### src/rtl/spi_mstr_pkg.sv
`timescale 1ns/1ps
package spi_mstr_pkg;
  typedef enum logic [1:0] {
    ENG_IDLE  = 2'd0,
    ENG_SHIFT = 2'd1,
    ENG_GAP   = 2'd2
  } eng_state_e;
endpackage

### src/rtl/spi_mstr_baud.sv
`timescale 1ns/1ps
// Half-period tick source: one tick every (presc+1)<<rate cycles while run is high.
module spi_mstr_baud #(
  parameter int PRE_W  = 3,
  parameter int RATE_W = 3,
  parameter int CNT_W  = PRE_W + (1 << RATE_W)
) (
  input  logic              clk,
  input  logic              rst_n,
  input  logic              run,
  input  logic [PRE_W-1:0]  presc,
  input  logic [RATE_W-1:0] rate,
  output logic              tick
);
  logic [CNT_W-1:0] half_len;
  logic [CNT_W-1:0] cnt;

  always_comb half_len = (CNT_W'(presc) + CNT_W'(1)) << rate;

  always_ff @(posedge clk or negedge rst_n) begin
    if (!rst_n)                 cnt <= '0;
    else if (!run || cnt == '0) cnt <= half_len - CNT_W'(1);
    else                        cnt <= cnt - CNT_W'(1);
  end

  assign tick = run && (cnt == '0);
endmodule

### src/rtl/spi_mstr_txbuf.sv
`timescale 1ns/1ps
// One-entry transmit holding stage with a valid/ready write side.
module spi_mstr_txbuf #(
  parameter int DATA_W = 8
) (
  input  logic              clk,
  input  logic              rst_n,
  input  logic              en,
  input  logic              wr_valid,
  input  logic [DATA_W-1:0] wr_data,
  output logic              wr_ready,
  input  logic              take,
  output logic              full,
  output logic [DATA_W-1:0] data
);
  assign wr_ready = en && !full;

  always_ff @(posedge clk or negedge rst_n) begin
    if (!rst_n) begin
      full <= 1'b0;
      data <= '0;
    end else if (!en) begin
      full <= 1'b0;
    end else if (wr_valid && wr_ready) begin
      full <= 1'b1;
      data <= wr_data;
    end else if (take) begin
      full <= 1'b0;
    end
  end
endmodule

### src/rtl/spi_mstr_rxbuf.sv
`timescale 1ns/1ps
// One-entry receive stage with sticky overrun, cleared by status read then data read.
module spi_mstr_rxbuf #(
  parameter int DATA_W = 8
) (
  input  logic              clk,
  input  logic              rst_n,
  input  logic              en,
  input  logic              put,
  input  logic [DATA_W-1:0] put_data,
  input  logic              rd_ready,
  output logic              rd_valid,
  output logic [DATA_W-1:0] rd_data,
  input  logic              stat_rd,
  output logic              overrun
);
  logic full;
  logic armed;
  logic pop;

  assign pop      = full && rd_ready;
  assign rd_valid = full;

  always_ff @(posedge clk or negedge rst_n) begin
    if (!rst_n) begin
      full    <= 1'b0;
      rd_data <= '0;
      overrun <= 1'b0;
      armed   <= 1'b0;
    end else if (!en) begin
      full    <= 1'b0;
      overrun <= 1'b0;
      armed   <= 1'b0;
    end else begin
      if (stat_rd)  armed <= 1'b1;
      else if (pop) armed <= 1'b0;
      if (pop && armed) overrun <= 1'b0;
      if (put) begin
        if (!full || pop) begin
          full    <= 1'b1;
          rd_data <= put_data;
        end else begin
          overrun <= 1'b1;
        end
      end else if (pop) begin
        full <= 1'b0;
      end
    end
  end
endmodule

### src/rtl/spi_mstr_engine.sv
`timescale 1ns/1ps
// Mode-0 shift engine: loads from the holding stage, shifts MSB first, chains bytes.
module spi_mstr_engine
  import spi_mstr_pkg::*;
#(
  parameter int DATA_W = 8,
  parameter int PH_W   = $clog2(2 * DATA_W)
) (
  input  logic              clk,
  input  logic              rst_n,
  input  logic              en,
  input  logic              ss_oe,
  input  logic              tick,
  input  logic              tx_full,
  input  logic [DATA_W-1:0] tx_byte,
  input  logic              miso,
  output logic              load,
  output logic              done,
  output logic [DATA_W-1:0] rx_byte,
  output logic              run,
  output logic              sclk,
  output logic              mosi,
  output logic              ss_n
);
  localparam logic [PH_W-1:0] LAST_PH = PH_W'(2 * DATA_W - 1);

  eng_state_e        state;
  logic [DATA_W-1:0] sh;
  logic [PH_W-1:0]   ph;
  logic              samp;

  always_comb begin
    load = 1'b0;
    done = 1'b0;
    if (en) begin
      unique case (state)
        ENG_IDLE:  load = tx_full;
        ENG_SHIFT: if (tick && ph == LAST_PH) begin
          done = 1'b1;
          load = tx_full;
        end
        default: ;
      endcase
    end
  end

  assign rx_byte = {sh[DATA_W-2:0], samp};
  assign run     = (state != ENG_IDLE);
  assign mosi    = (state == ENG_SHIFT) && sh[DATA_W-1];

  always_ff @(posedge clk or negedge rst_n) begin
    if (!rst_n) begin
      state <= ENG_IDLE;
      sh    <= '0;
      ph    <= '0;
      samp  <= 1'b0;
      sclk  <= 1'b0;
      ss_n  <= 1'b1;
    end else if (!en) begin
      state <= ENG_IDLE;
      ph    <= '0;
      sclk  <= 1'b0;
      ss_n  <= 1'b1;
    end else begin
      unique case (state)
        ENG_IDLE: if (tx_full) begin
          sh    <= tx_byte;
          ph    <= '0;
          ss_n  <= !ss_oe;
          state <= ENG_SHIFT;
        end
        ENG_SHIFT: if (tick) begin
          ph <= ph + 1'b1;
          if (!ph[0]) begin
            sclk <= 1'b1;
            samp <= miso;
          end else begin
            sclk <= 1'b0;
            sh   <= {sh[DATA_W-2:0], samp};
            if (ph == LAST_PH) begin
              ph <= '0;
              if (tx_full) begin
                sh <= tx_byte;
              end else begin
                state <= ENG_GAP;
                ss_n  <= 1'b1;
              end
            end
          end
        end
        ENG_GAP: if (tick) begin
          ph <= ph + 1'b1;
          if (ph[0]) begin
            ph    <= '0;
            state <= ENG_IDLE;
          end
        end
        default: state <= ENG_IDLE;
      endcase
    end
  end
endmodule

### src/rtl/spi_mstr.sv
`timescale 1ns/1ps
module spi_mstr #(
  parameter int DATA_W = 8,
  parameter int PRE_W  = 3,
  parameter int RATE_W = 3
) (
  input  logic              clk,
  input  logic              rst_n,
  input  logic              en,
  input  logic              ss_oe,
  input  logic              txe_ie,
  input  logic              rxf_ie,
  input  logic [PRE_W-1:0]  presc,
  input  logic [RATE_W-1:0] rate,
  input  logic [DATA_W-1:0] tx_data,
  input  logic              tx_valid,
  output logic              tx_ready,
  output logic [DATA_W-1:0] rx_data,
  output logic              rx_valid,
  input  logic              rx_ready,
  input  logic              stat_rd,
  output logic              overrun,
  output logic              irq,
  output logic              sclk,
  output logic              mosi,
  input  logic              miso,
  output logic              ss_n
);
  localparam int CNT_W = PRE_W + (1 << RATE_W);

  logic              tick, run, load, done, hold_full;
  logic [DATA_W-1:0] hold_byte, shift_byte;

  spi_mstr_baud #(.PRE_W(PRE_W), .RATE_W(RATE_W), .CNT_W(CNT_W)) u_baud (
    .clk(clk), .rst_n(rst_n), .run(run), .presc(presc), .rate(rate), .tick(tick)
  );

  spi_mstr_txbuf #(.DATA_W(DATA_W)) u_txbuf (
    .clk(clk), .rst_n(rst_n), .en(en), .wr_valid(tx_valid), .wr_data(tx_data),
    .wr_ready(tx_ready), .take(load), .full(hold_full), .data(hold_byte)
  );

  spi_mstr_engine #(.DATA_W(DATA_W)) u_engine (
    .clk(clk), .rst_n(rst_n), .en(en), .ss_oe(ss_oe), .tick(tick),
    .tx_full(hold_full), .tx_byte(hold_byte), .miso(miso), .load(load),
    .done(done), .rx_byte(shift_byte), .run(run), .sclk(sclk), .mosi(mosi),
    .ss_n(ss_n)
  );

  spi_mstr_rxbuf #(.DATA_W(DATA_W)) u_rxbuf (
    .clk(clk), .rst_n(rst_n), .en(en), .put(done), .put_data(shift_byte),
    .rd_ready(rx_ready), .rd_valid(rx_valid), .rd_data(rx_data),
    .stat_rd(stat_rd), .overrun(overrun)
  );

  assign irq = (txe_ie && tx_ready) || (rxf_ie && rx_valid);
endmodule

### config.mk
export PLATFORM = sky130hd
export DESIGN_NAME = spi_mstr
export DESIGN_NICKNAME = d
export VERILOG_FILES = /design/src/rtl/spi_mstr_pkg.sv /design/src/rtl/spi_mstr_baud.sv /design/src/rtl/spi_mstr_txbuf.sv /design/src/rtl/spi_mstr_rxbuf.sv /design/src/rtl/spi_mstr_engine.sv /design/src/rtl/spi_mstr.sv
export SDC_FILE = /design/constraint.sdc
export NUM_CORES = 1
export LEC_CHECK = 0
export CORE_MARGIN = 4
export CORE_UTILIZATION = 40
export CTS_CLUSTER_SIZE = 8
export DETAILED_ROUTE_END_ITERATION = 8
export PLACE_DENSITY = 0.64
export SETUP_SLACK_MARGIN = 0.1
export SYNTH_ARGS = -nofsm -noshare
export SYNTH_HDL_FRONTEND = slang
export SYNTH_HIERARCHICAL = 1
export SYNTH_SLANG_ARGS = --single-unit
### constraint.sdc
create_clock -name clk -period 2.9 [get_ports clk]
set_clock_uncertainty 0.15 [all_clocks]
set_input_delay 0.58 -clock clk [delete_from_list [all_inputs] [get_ports clk]]
set_output_delay 0.58 -clock clk [all_outputs]
set_load 0.1 [all_outputs]
==> impl_metrics.env, run 1 <==
export IMPL_p_int_mw=1.56
export IMPL_grt_max_degree=27
export IMPL_p_comb_share_pct=36.2
export IMPL_ir_drop_uv=244
export IMPL_n_antenna_cell=0
export IMPL_ys_warn_count=6
export IMPL_clk_pin_slew_ps=90
export IMPL_timing_final_ws_setup_ps=290
export IMPL_synth_edff_count=0
export IMPL_clkPwrFrac_pct=23.7
export IMPL_synth_flop_cell="dfrtp_1"
export IMPL_cp_slowest_cell="clkdlybuf4s50_1"
export IMPL_report_final_slew_viol_count=0
export IMPL_clk_path_buf_depth=2
export IMPL_coreArea_um2=7330
export IMPL_dieArea_um2=9060
export IMPL_dr_total_vias=2334
export IMPL_critical_path_class="in -> reg"
export IMPL_gp_congestion=0.911
export IMPL_max_freq_ghz=0.383
export IMPL_htree_num_levels=2
export IMPL_wl_met1_mm=2.90
export IMPL_ys_seq_area_share_pct=39.5
export IMPL_synthArstFlopShare_pct=100
export IMPL_drive_gt1_share_pct=25.4
export IMPL_worstPathCellList="clkdlybuf4s50_1 > ha_1 > nor2b_1 > nor2_2 > nor3_1 > a21oi_1 > ha_1 > nand2_1 > nor3_1 > xnor2_1 > a21oi_1"
export IMPL_dr_pass1_iters=4
export IMPL_cp_num_buf_inv=1
export IMPL_dp_hpwl_mm=4.85
export IMPL_synth_distinct_cells=66
export IMPL_grt_pass1_wl_mm=10.4
export IMPL_wl_met3_um=273
export IMPL_nets=374
export IMPL_critPathRequiredTime_ps=2920
export IMPL_cp_top_family="simple AND/OR/NAND/NOR gates"
export IMPL_drc=0
export IMPL_finish_instance_area_um2=3700
export IMPL_drv_cap=0
export IMPL_highest_layer="met4"
export IMPL_start_util_pct=41.5
export IMPL_setup_tns_ps=0
export IMPL_postSynthCellCount=298
export IMPL_grt_pass1_vias=2254
export IMPL_syn_to_final_growth_pct=21.8
export IMPL_wl_met2_mm=2.96
export IMPL_slowest_delay_ps=420
export IMPL_detail_route_wl_per_cell_um=14.1
export IMPL_end_kind="register"
export IMPL_min_period_ps=2610
export IMPL_clock_tree_root_cell="clkbuf_8"
export IMPL_status="complete, no violations"
export IMPL_relSlewSlack_pct=60.7
export IMPL_drt_iter0_markers=120
export IMPL_wl_mm=6.22
export IMPL_path_max_fanout=3
export IMPL_final_util_pct=50.5
export IMPL_via_per_inst=5.28
export IMPL_grt_usage_pct=14.4
export IMPL_hold_ws_ps=126
export IMPL_worstMarginPinSlew_ps=590
export IMPL_numCtsBuffers=5
export IMPL_rsz0062_at_grt="no"
export IMPL_antenna_found_initial=0
export IMPL_port_buffers=38
export IMPL_period_share_pct=90.0
export IMPL_ios=39
export IMPL_dpl_cell_area_um2=3540
export IMPL_synth_avg_cell_area_um2=10.2
export IMPL_powerDensity_nw_per_um2=654
export IMPL_cp_start_kind="primary input"
export IMPL_die_y_um=95.2
export IMPL_netlist_area_um2=3040
export IMPL_hold_viol=0
export IMPL_num_rows=31
export IMPL_cts_tree="yes"
export IMPL_p_leak_nw=1.66
export IMPL_ant_nets=0
export IMPL_power_share_sequential_pct=40.1
export IMPL_cp_data_arrival_time_ps=2630
export IMPL_cts_sinks=48
export IMPL_p_sw_share_pct=35.7
export IMPL_pre_cts_ws_ps=-15.4
export IMPL_cts_hold_fix_buffers=0
export IMPL_finalSetupViolations=0
export IMPL_synth_fp_nets=330
export IMPL_switchingPower_uw=864
export IMPL_ys_ff_latch=48
export IMPL_clk_latency_ps=300
export IMPL_overflow=0
export IMPL_die_w_um=95.2
export IMPL_hold_path_class="in -> async"
power groups by stage:
stage	sequential [mW]	combinational (mW)	clock, mW
after floorplan	0.954	0.691	0
after global placement	0.979	0.853	0
after detailed placement	0.981	0.864	0
after CTS	0.968	0.868	0.597
after global routing	0.997	0.962	0.617
final	0.972	0.875	0.574
worst reg2reg max path: stages (launching register included):
cell and delay, ps:
dfrtp_1 390, inv_1 90, ha_1 290, inv_1 100
inv_1 120, nor3_4 220, nand2_1 110, nor2_2 140
and2_1 190, and3_1 170, buf_4 200, mux2_4 310
final cells by class:
class                      count  area, um2
fill                         672       3630
clock buffer                   5       68.8
clock inverter                 3       68.8
inverter                      12       45.0
timing repair buffer          54        495
multi-input combinational    221       1700
sequential                    48       1200
tap                           99        124
sequential cells by signal, indices dropped and copies added (netlist names):
name	flops
u_engine/ph	4
u_engine/samp	1
u_rxbuf/rd_data	8
u_rxbuf/overrun	1
u_txbuf/full	1
u_engine/state	2
u_baud/cnt	11
u_engine/sclk	1
u_txbuf/data	8
u_engine/ss_n	1
u_rxbuf/armed	1
u_rxbuf/rd_valid	1
u_engine/sh	8
cells in the mapped netlist, types with 2 or more instances:
master / instances / area, um2
buf_2: 7 / 35.0
and3_1: 4 / 25.0
mux2_4: 8 / 120
and4b_1: 2 / 20.0
o21ai_0: 18 / 90.1
o31ai_1: 3 / 22.5
and2_1: 3 / 18.8
and3b_1: 2 / 17.5
nand2b_1: 5 / 31.3
nand3_1: 6 / 30.0
mux2_2: 10 / 113
a21oi_1: 13 / 65.1
or2_2: 2 / 12.5
xor2_1: 7 / 61.3
o21ai_1: 3 / 15.0
a31oi_1: 2 / 12.5
nor3_1: 7 / 35.0
mux2i_1: 11 / 110
nor2_1: 12 / 45.0
nand2_1: 32 / 120
buf_4: 8 / 60.1
o21ai_4: 2 / 32.5
nand4_1: 5 / 31.3
dfrtp_1: 47 / 1180
a32oi_1: 3 / 26.3
inv_1: 11 / 41.3
nor2_2: 3 / 18.8
ha_1: 8 / 100
o211ai_1: 3 / 22.5
nor2b_1: 8 / 50.1
and2b_1: 2 / 15.0
buf_6: 2 / 22.5
a32o_1: 2 / 20.0
xnor2_1: 3 / 26.3
a22oi_1: 3 / 22.5
final timing paths:
path / from / endpoint / slack [ps] / cells after the start
setup / recovery: presc[0] / u_baud/cnt[4] / 290 / 11
max in group asynchronous: rst_n / u_txbuf/data[3] / 1880 / 2
setup reg to reg: u_engine/state[0] / u_rxbuf/rd_data[5] / 320 / 11
hold / removal: rst_n / u_rxbuf/rd_data[0] / 130 / 1
hold reg to reg: u_rxbuf/armed / u_rxbuf/overrun / 340 / 1
min in group clk: u_rxbuf/armed / u_rxbuf/overrun / 340 / 1
routing by layer:
metal	GRT usage [%]	up-vias
met5	0	-
met4	4.81	0
met3	2.53	8
met2	23.8	47
met1	18.9	1117
li1	-	1162
stage by stage:
stage	power [mW]	cells
after floorplan	1.65	298
after global placement	1.83	433
after detailed placement	1.85	433
after CTS	2.43	441
after global routing	2.58	442
final	2.42	442
what timing repair did:
| item | 4_1_cts | 5_1_grt |
|---|---|---|
| setup endpoints to repair | 0 | 12 |
| buffers inserted | 0 | 1 |
| gates resized for setup | 0 | 3 |
kinds of logic after synthesis:
kind of cell | Yosys count | share of synthesized area [%]
XOR/XNOR | 11 | 3.41
adder cells (fa/ha/maj) | 8 | 3.29
AND/OR/NAND/NOR | 103 | 19.1
buffers and inverters | 29 | 5.35
flip-flops | 48 | 39.5
AO/OA/AOI/OAI | 70 | 18.1
multiplexers | 29 | 11.3
cell usage in the layout, fill, tap and decap left out, types with 3 or more instances in the layout:
cell,netlist,routed
mux2_2,10,10
buf_12,0,3
clkdlybuf4s50_1,0,22
nand4_1,5,5
nor2_2,3,4
and3_1,4,4
ha_1,8,8
a32oi_1,3,3
clkbuf_8,0,5
xor2_1,7,7
mux2_4,8,8
nand3_1,6,6
nor3_1,7,6
and2_1,3,3
nand2b_1,5,5
o211ai_1,3,3
mux2i_1,11,11
nor2_1,12,11
inv_1,11,11
o21ai_1,3,3
a21oi_1,13,13
o31ai_1,3,3
o21ai_0,18,18
nand2_1,32,32
a22oi_1,3,3
buf_4,8,28
xnor2_1,3,3
nor2b_1,8,7
dfrtp_1,47,47
Power figures use the tool's default switching activity.
==> run 2: changes to the inputs <==
CORE_UTILIZATION = 46   (was 40)
PLACE_DENSITY = 0.71   (was 0.64)
==> run 2 against run 1 <==
Sequential cell count stayed put. Combinational power rose by 0.8%. Largest cell class unchanged. Cell count down 4.8%. Largest power group unchanged. Critical endpoint is now u_baud/cnt[10].
==> impl_metrics.env, run 2 (synthesis results as in run 1) <==
export IMPL_max_freq_ghz=0.387
export IMPL_layout_commonest_cell="dfrtp_1"
export IMPL_status="complete, no violations"
export IMPL_htree_num_levels=2
export IMPL_ios=39
export IMPL_dr_total_vias=2349
export IMPL_min_period_ps=2580
export IMPL_report_final_slew_viol_count=0
export IMPL_instances_no_fill=421
export IMPL_r2r_start="u_baud/cnt[3]"
export IMPL_cp_data_arrival_time_ps=2620
export IMPL_dp_hpwl_mm=4.75
export IMPL_numCtsBuffers=5
export IMPL_drc=0
export IMPL_antenna_found_initial=0
export IMPL_wl_mm=6.20
export IMPL_nets=375
export IMPL_num_rows=29
export IMPL_grt_pass1_vias=2161
export IMPL_period_share_pct=89.0
export IMPL_worstMarginPinSlew_ps=621
export IMPL_clk_pin_slew_ps=90
export IMPL_end_kind="register"
export IMPL_ir_drop_uv=356
export IMPL_cts_hold_fix_buffers=0
export IMPL_finalSetupViolations=0
export IMPL_seq_area_um2=1200
export IMPL_grt_pass1_wl_mm=10.2
export IMPL_via_per_inst=5.58
export IMPL_dieArea_um2=7980
export IMPL_ant_nets=0
export IMPL_path_max_fanout=7
export IMPL_cp_start_kind="primary input"
export IMPL_hold_path_class="in -> async"
export IMPL_largest_register="u_baud/cnt"
export IMPL_clk_path_buf_depth=2
export IMPL_grt_max_degree=25
export IMPL_gp_congestion=0.932
export IMPL_critPathRequiredTime_ps=2940
export IMPL_overflow=0
export IMPL_relSlewSlack_pct=58.6
export IMPL_dr_pass1_iters=4
export IMPL_num_fill_cells=566
export IMPL_start_util_pct=47.6
export IMPL_startpoint="presc[1]"
export IMPL_n_antenna_cell=0
export IMPL_final_cell_mix="dfrtp_1 (47), nand2_1 (32), buf_4 (29), clkdlybuf4s50_1 (22), o21ai_0 (18)"
export IMPL_cts_tree="yes"
export IMPL_grt_usage_pct=16.2
export IMPL_drive_gt1_share_pct=25.3
export IMPL_port_buffers=38
export IMPL_detail_route_wl_per_cell_um=14.7
export IMPL_dpl_cell_area_um2=3520
export IMPL_rsz0062_at_grt="no"
export IMPL_largest_reg_flops=11
export IMPL_dp_cells=412
export IMPL_cts_sinks=48
export IMPL_die_y_um=89.3
export IMPL_drv_cap=0
export IMPL_finish_instance_area_um2=3650
export IMPL_clock_tree_root_cell="clkbuf_8"
export IMPL_coreArea_um2=6390
export IMPL_multi_input_area_um2=1710
export IMPL_powerDensity_nw_per_um2=625
export IMPL_drt_iter0_markers=118
export IMPL_clk_latency_ps=300
export IMPL_setup_tns_ps=0
export IMPL_p_leak_nw=1.63
export IMPL_syn_to_final_growth_pct=20.0
export IMPL_die_w_um=89.3
export IMPL_critical_path_class="in -> reg"
export IMPL_hold_viol=0
## run 2: final timing paths
check                                     end  slack, ps  cells past startpoint
setup / recovery               u_baud/cnt[10]        320                      8
hold / removal                  u_engine/sclk         90                      1
setup reg to reg           u_rxbuf/rd_data[6]        320                      9
hold reg to reg               u_rxbuf/overrun        330                      1
max in group asynchronous       u_engine/ss_n       1870                      2
min in group clk              u_rxbuf/overrun        330                      1
## run 2: metal layers
metal	track usage, %	vias up	wire (um)
li1	-	1159	-
met1	22.3	1127	2790
met3	3.04	6	317
met4	4.87	0	91
met5	0	-	0
met2	26.1	57	3010
## run 2: layout make-up
| class | count | area share [%] |
|---|---|---|
| clock inverter | 2 | 0.411 |
| inverter | 12 | 1.23 |
| tap | 77 | 2.64 |
| timing repair buffer | 55 | 13.8 |
| clock buffer | 6 | 2.26 |
| sequential | 48 | 32.9 |
| multi-input combinational | 221 | 46.7 |
## run 2: what timing repair did
| item | CTS | global route |
|---|---|---|
| resized for setup | 0 | 3 |
| endpoints found under the setup margin | 0 | 11 |
| setup buffers | 0 | 1 |
## run 2: per-stage QoR
stage                     util, %  setup slack (ps)  hold WS, ps  power [mW]
after floorplan                 -               243          134        1.65
after global placement       55.2              80.1          301        1.82
after detailed placement     55.2              22.6          314        1.84
after CTS                    56.7               117          103        2.27
after global routing         57.2               118          124        2.43
final                        57.2               319         93.5        2.28
## run 2: report_power, final
group / leakage [nW] / switching, mW / internal, mW
logic: 0.973 / 0.495 / 0.388
registers: 0.613 / 0.152 / 0.824
clock network: 0.0434 / 0.228 / 0.193
## run 2: critical path, stage by stage
cell             delay [ps]
clkdlybuf4s50_1         460
ha_1                    240
xor2_2                  190
o21ai_0                 240
o21ai_1                 170
o32ai_2                 410
nand4_1                 160
xor2_1                  170
==> run 3: changes to the inputs <==
GPL_TIMING_DRIVEN = 0   (was unset)
RECOVER_POWER = 25   (was unset)
==> run 3 against run 2 <==
Clock power is 3% lower. Clock-buffer cell count stayed put. Global-route usage is 0.36 points higher. Sequential share of layout area is 0.25 points lower. Register-to-register slack worse by 80 ps. Routed wire length is 1.3% lower. Power is 0.34% higher. Sequential power hardly changed. Maximum frequency is 5.2% lower. Worst hold slack better by 240 ps. Largest cell class unchanged.
==> impl_metrics.env, run 3 (synthesis results as in run 1) <==
export IMPL_hold_ws_ps=336
export IMPL_powerDensity_nw_per_um2=622
export IMPL_dieArea_um2=7980
export IMPL_hold_path_class="reg -> reg"
export IMPL_dp_hpwl_mm=4.71
export IMPL_layout_commonest_cell="dfrtp_1"
export IMPL_num_rows=29
export IMPL_cp_data_arrival_time_ps=1990
export IMPL_end_kind="primary output"
export IMPL_hold_viol=0
export IMPL_grt_pass1_vias=2252
export IMPL_switchingPower_uw=866
export IMPL_wl_mm=6.13
export IMPL_ios=39
export IMPL_ir_drop_uv=370
export IMPL_relSlewSlack_pct=34.9
export IMPL_cp_num_buf_inv=2
export IMPL_clkPwrFrac_pct=17.8
export IMPL_min_period_ps=2720
export IMPL_p_int_mw=1.42
export IMPL_status="complete, no violations"
export IMPL_finalSetupViolations=0
export IMPL_die_w_um=89.3
export IMPL_clk_pin_slew_ps=80
export IMPL_grt_pass1_wl_mm=10.4
export IMPL_clk_latency_ps=290
export IMPL_worstMarginPinSlew_ps=973
export IMPL_cts_sinks=48
export IMPL_die_y_um=89.3
export IMPL_numCtsBuffers=5
export IMPL_finish_instance_area_um2=3680
export IMPL_p_comb_share_pct=39.6
export IMPL_grt_usage_pct=16.6
export IMPL_final_util_pct=57.6
export IMPL_port_buffers=38
export IMPL_syn_to_final_growth_pct=20.9
export IMPL_drt_iter0_markers=140
export IMPL_rsz0062_at_grt="no"
export IMPL_report_final_slew_viol_count=0
export IMPL_drive_gt1_share_pct=23.4
export IMPL_dr_total_vias=2370
export IMPL_critPathRequiredTime_ps=2170
export IMPL_n_antenna_cell=0
export IMPL_p_sw_share_pct=37.9
export IMPL_instances_no_fill=427
export IMPL_clk_path_buf_depth=2
export IMPL_detail_route_wl_per_cell_um=14.3
export IMPL_grt_max_degree=40
export IMPL_cp_start_kind="primary input"
export IMPL_drc=0
export IMPL_antenna_found_initial=0
export IMPL_dpl_cell_area_um2=3540
export IMPL_worstPathCellList="clkdlybuf4s50_1 > nor2b_4 > buf_2"
export IMPL_critical_path_class="in -> out"
export IMPL_setup_tns_ps=0
export IMPL_nets=381
export IMPL_period_share_pct=93.9
export IMPL_drv_cap=0
export IMPL_wl_met1_mm=2.82
export IMPL_clock_tree_root_cell="clkbuf_8"
export IMPL_via_per_inst=5.55
export IMPL_cts_tree="yes"
export IMPL_ant_nets=0
export IMPL_gp_congestion=0.888
export IMPL_path_max_fanout=10
export IMPL_final_cell_mix="dfrtp_1 (47), clkdlybuf4s50_1 (33), nand2_1 (32), o21ai_0 (18)"
export IMPL_cp_slowest_cell="clkdlybuf4s50_1"
export IMPL_highest_layer="met4"
export IMPL_dp_cells=414
export IMPL_max_freq_ghz=0.367
export IMPL_cp_top_family="buffers and inverters"
export IMPL_coreArea_um2=6390
export IMPL_slowest_delay_ps=740
export IMPL_power_share_sequential_pct=42.6
export IMPL_wl_met2_mm=2.94
export IMPL_dr_pass1_iters=4
export IMPL_htree_num_levels=2
export IMPL_wl_met3_um=284
export IMPL_p_leak_nw=1.63
export IMPL_largest_reg_flops=11
export IMPL_overflow=0
export IMPL_largest_register="u_baud/cnt"
export IMPL_start_util_pct=47.6
run 3: per-layer routing:
metal | vias up | GRT usage (%)
met3 | 8 | 3.23
met1 | 1130 | 22.2
li1 | 1177 | -
met2 | 55 | 27.3
met5 | - | 0
met4 | 0 | 4.87
run 3: worst paths after layout:
| kind | from | end | slack (ps) | cells past startpoint |
|---|---|---|---|---|
| worst max register to register | u_baud/cnt[8] | u_rxbuf/rd_data[6] | 240 | 9 |
| worst min-delay path | u_rxbuf/armed | u_rxbuf/overrun | 340 | 1 |
| min in group asynchronous | rst_n | u_engine/state[0] | 650 | 2 |
| worst min register to register | u_rxbuf/armed | u_rxbuf/overrun | 340 | 1 |
| max in group asynchronous | rst_n | u_txbuf/data[6] | 650 | 3 |
| worst max-delay path | en | tx_ready | 180 | 3 |
run 3: through the flow:
stage          worst slack, ps  power (mW)
5_1_grt                   82.2        2.46
4_1_cts                    123        2.29
3_3_place_gp              -664        1.85
3_5_place_dp              -654        1.88
2_1_floorplan              243        1.65
6_report                   178        2.29
run 3: worst reg2reg max path, cell delays in order, from the launching register on:
cell     delay [ps]
dfrtp_1         430
nor4_4          380
nand4_2         220
nor3_4          260
nand2_1         140
nor2_2          150
and2_1          180
and3_1          190
buf_6           160
mux2_4          310
run 3: cell type report:
type | count | area, um2
Sequential cell | 48 | 1200
Timing Repair Buffer | 44 | 405
Fill cell | 564 | 2710
Multi-Input combinational cell | 221 | 1710
Inverter | 12 | 45.0
Buffer | 17 | 118
Clock buffer | 6 | 82.6
Clock inverter | 2 | 15.0
Tap cell | 77 | 96.3
run 3: repair_timing:
| action | in CTS | in global routing |
|---|---|---|
| pin swaps | 1 | 2 |
| endpoints found under the setup margin | 18 | 12 |
| hold buffers | 1 | 0 |
| hold endpoints to repair | 8 | 0 |
| gates resized for setup | 17 | 6 |
| buffers inserted | 0 | 4 |
run 3: power by group through the flow:
stage / registers [mW] / clock network, mW / logic [mW]
final: 0.974 / 0.408 / 0.905
after global routing: 1.00 / 0.452 / 1.00
after CTS: 0.975 / 0.422 / 0.897
after detailed placement: 0.985 / 0 / 0.891
after global placement: 0.977 / 0 / 0.872
after floorplan: 0.954 / 0 / 0.691
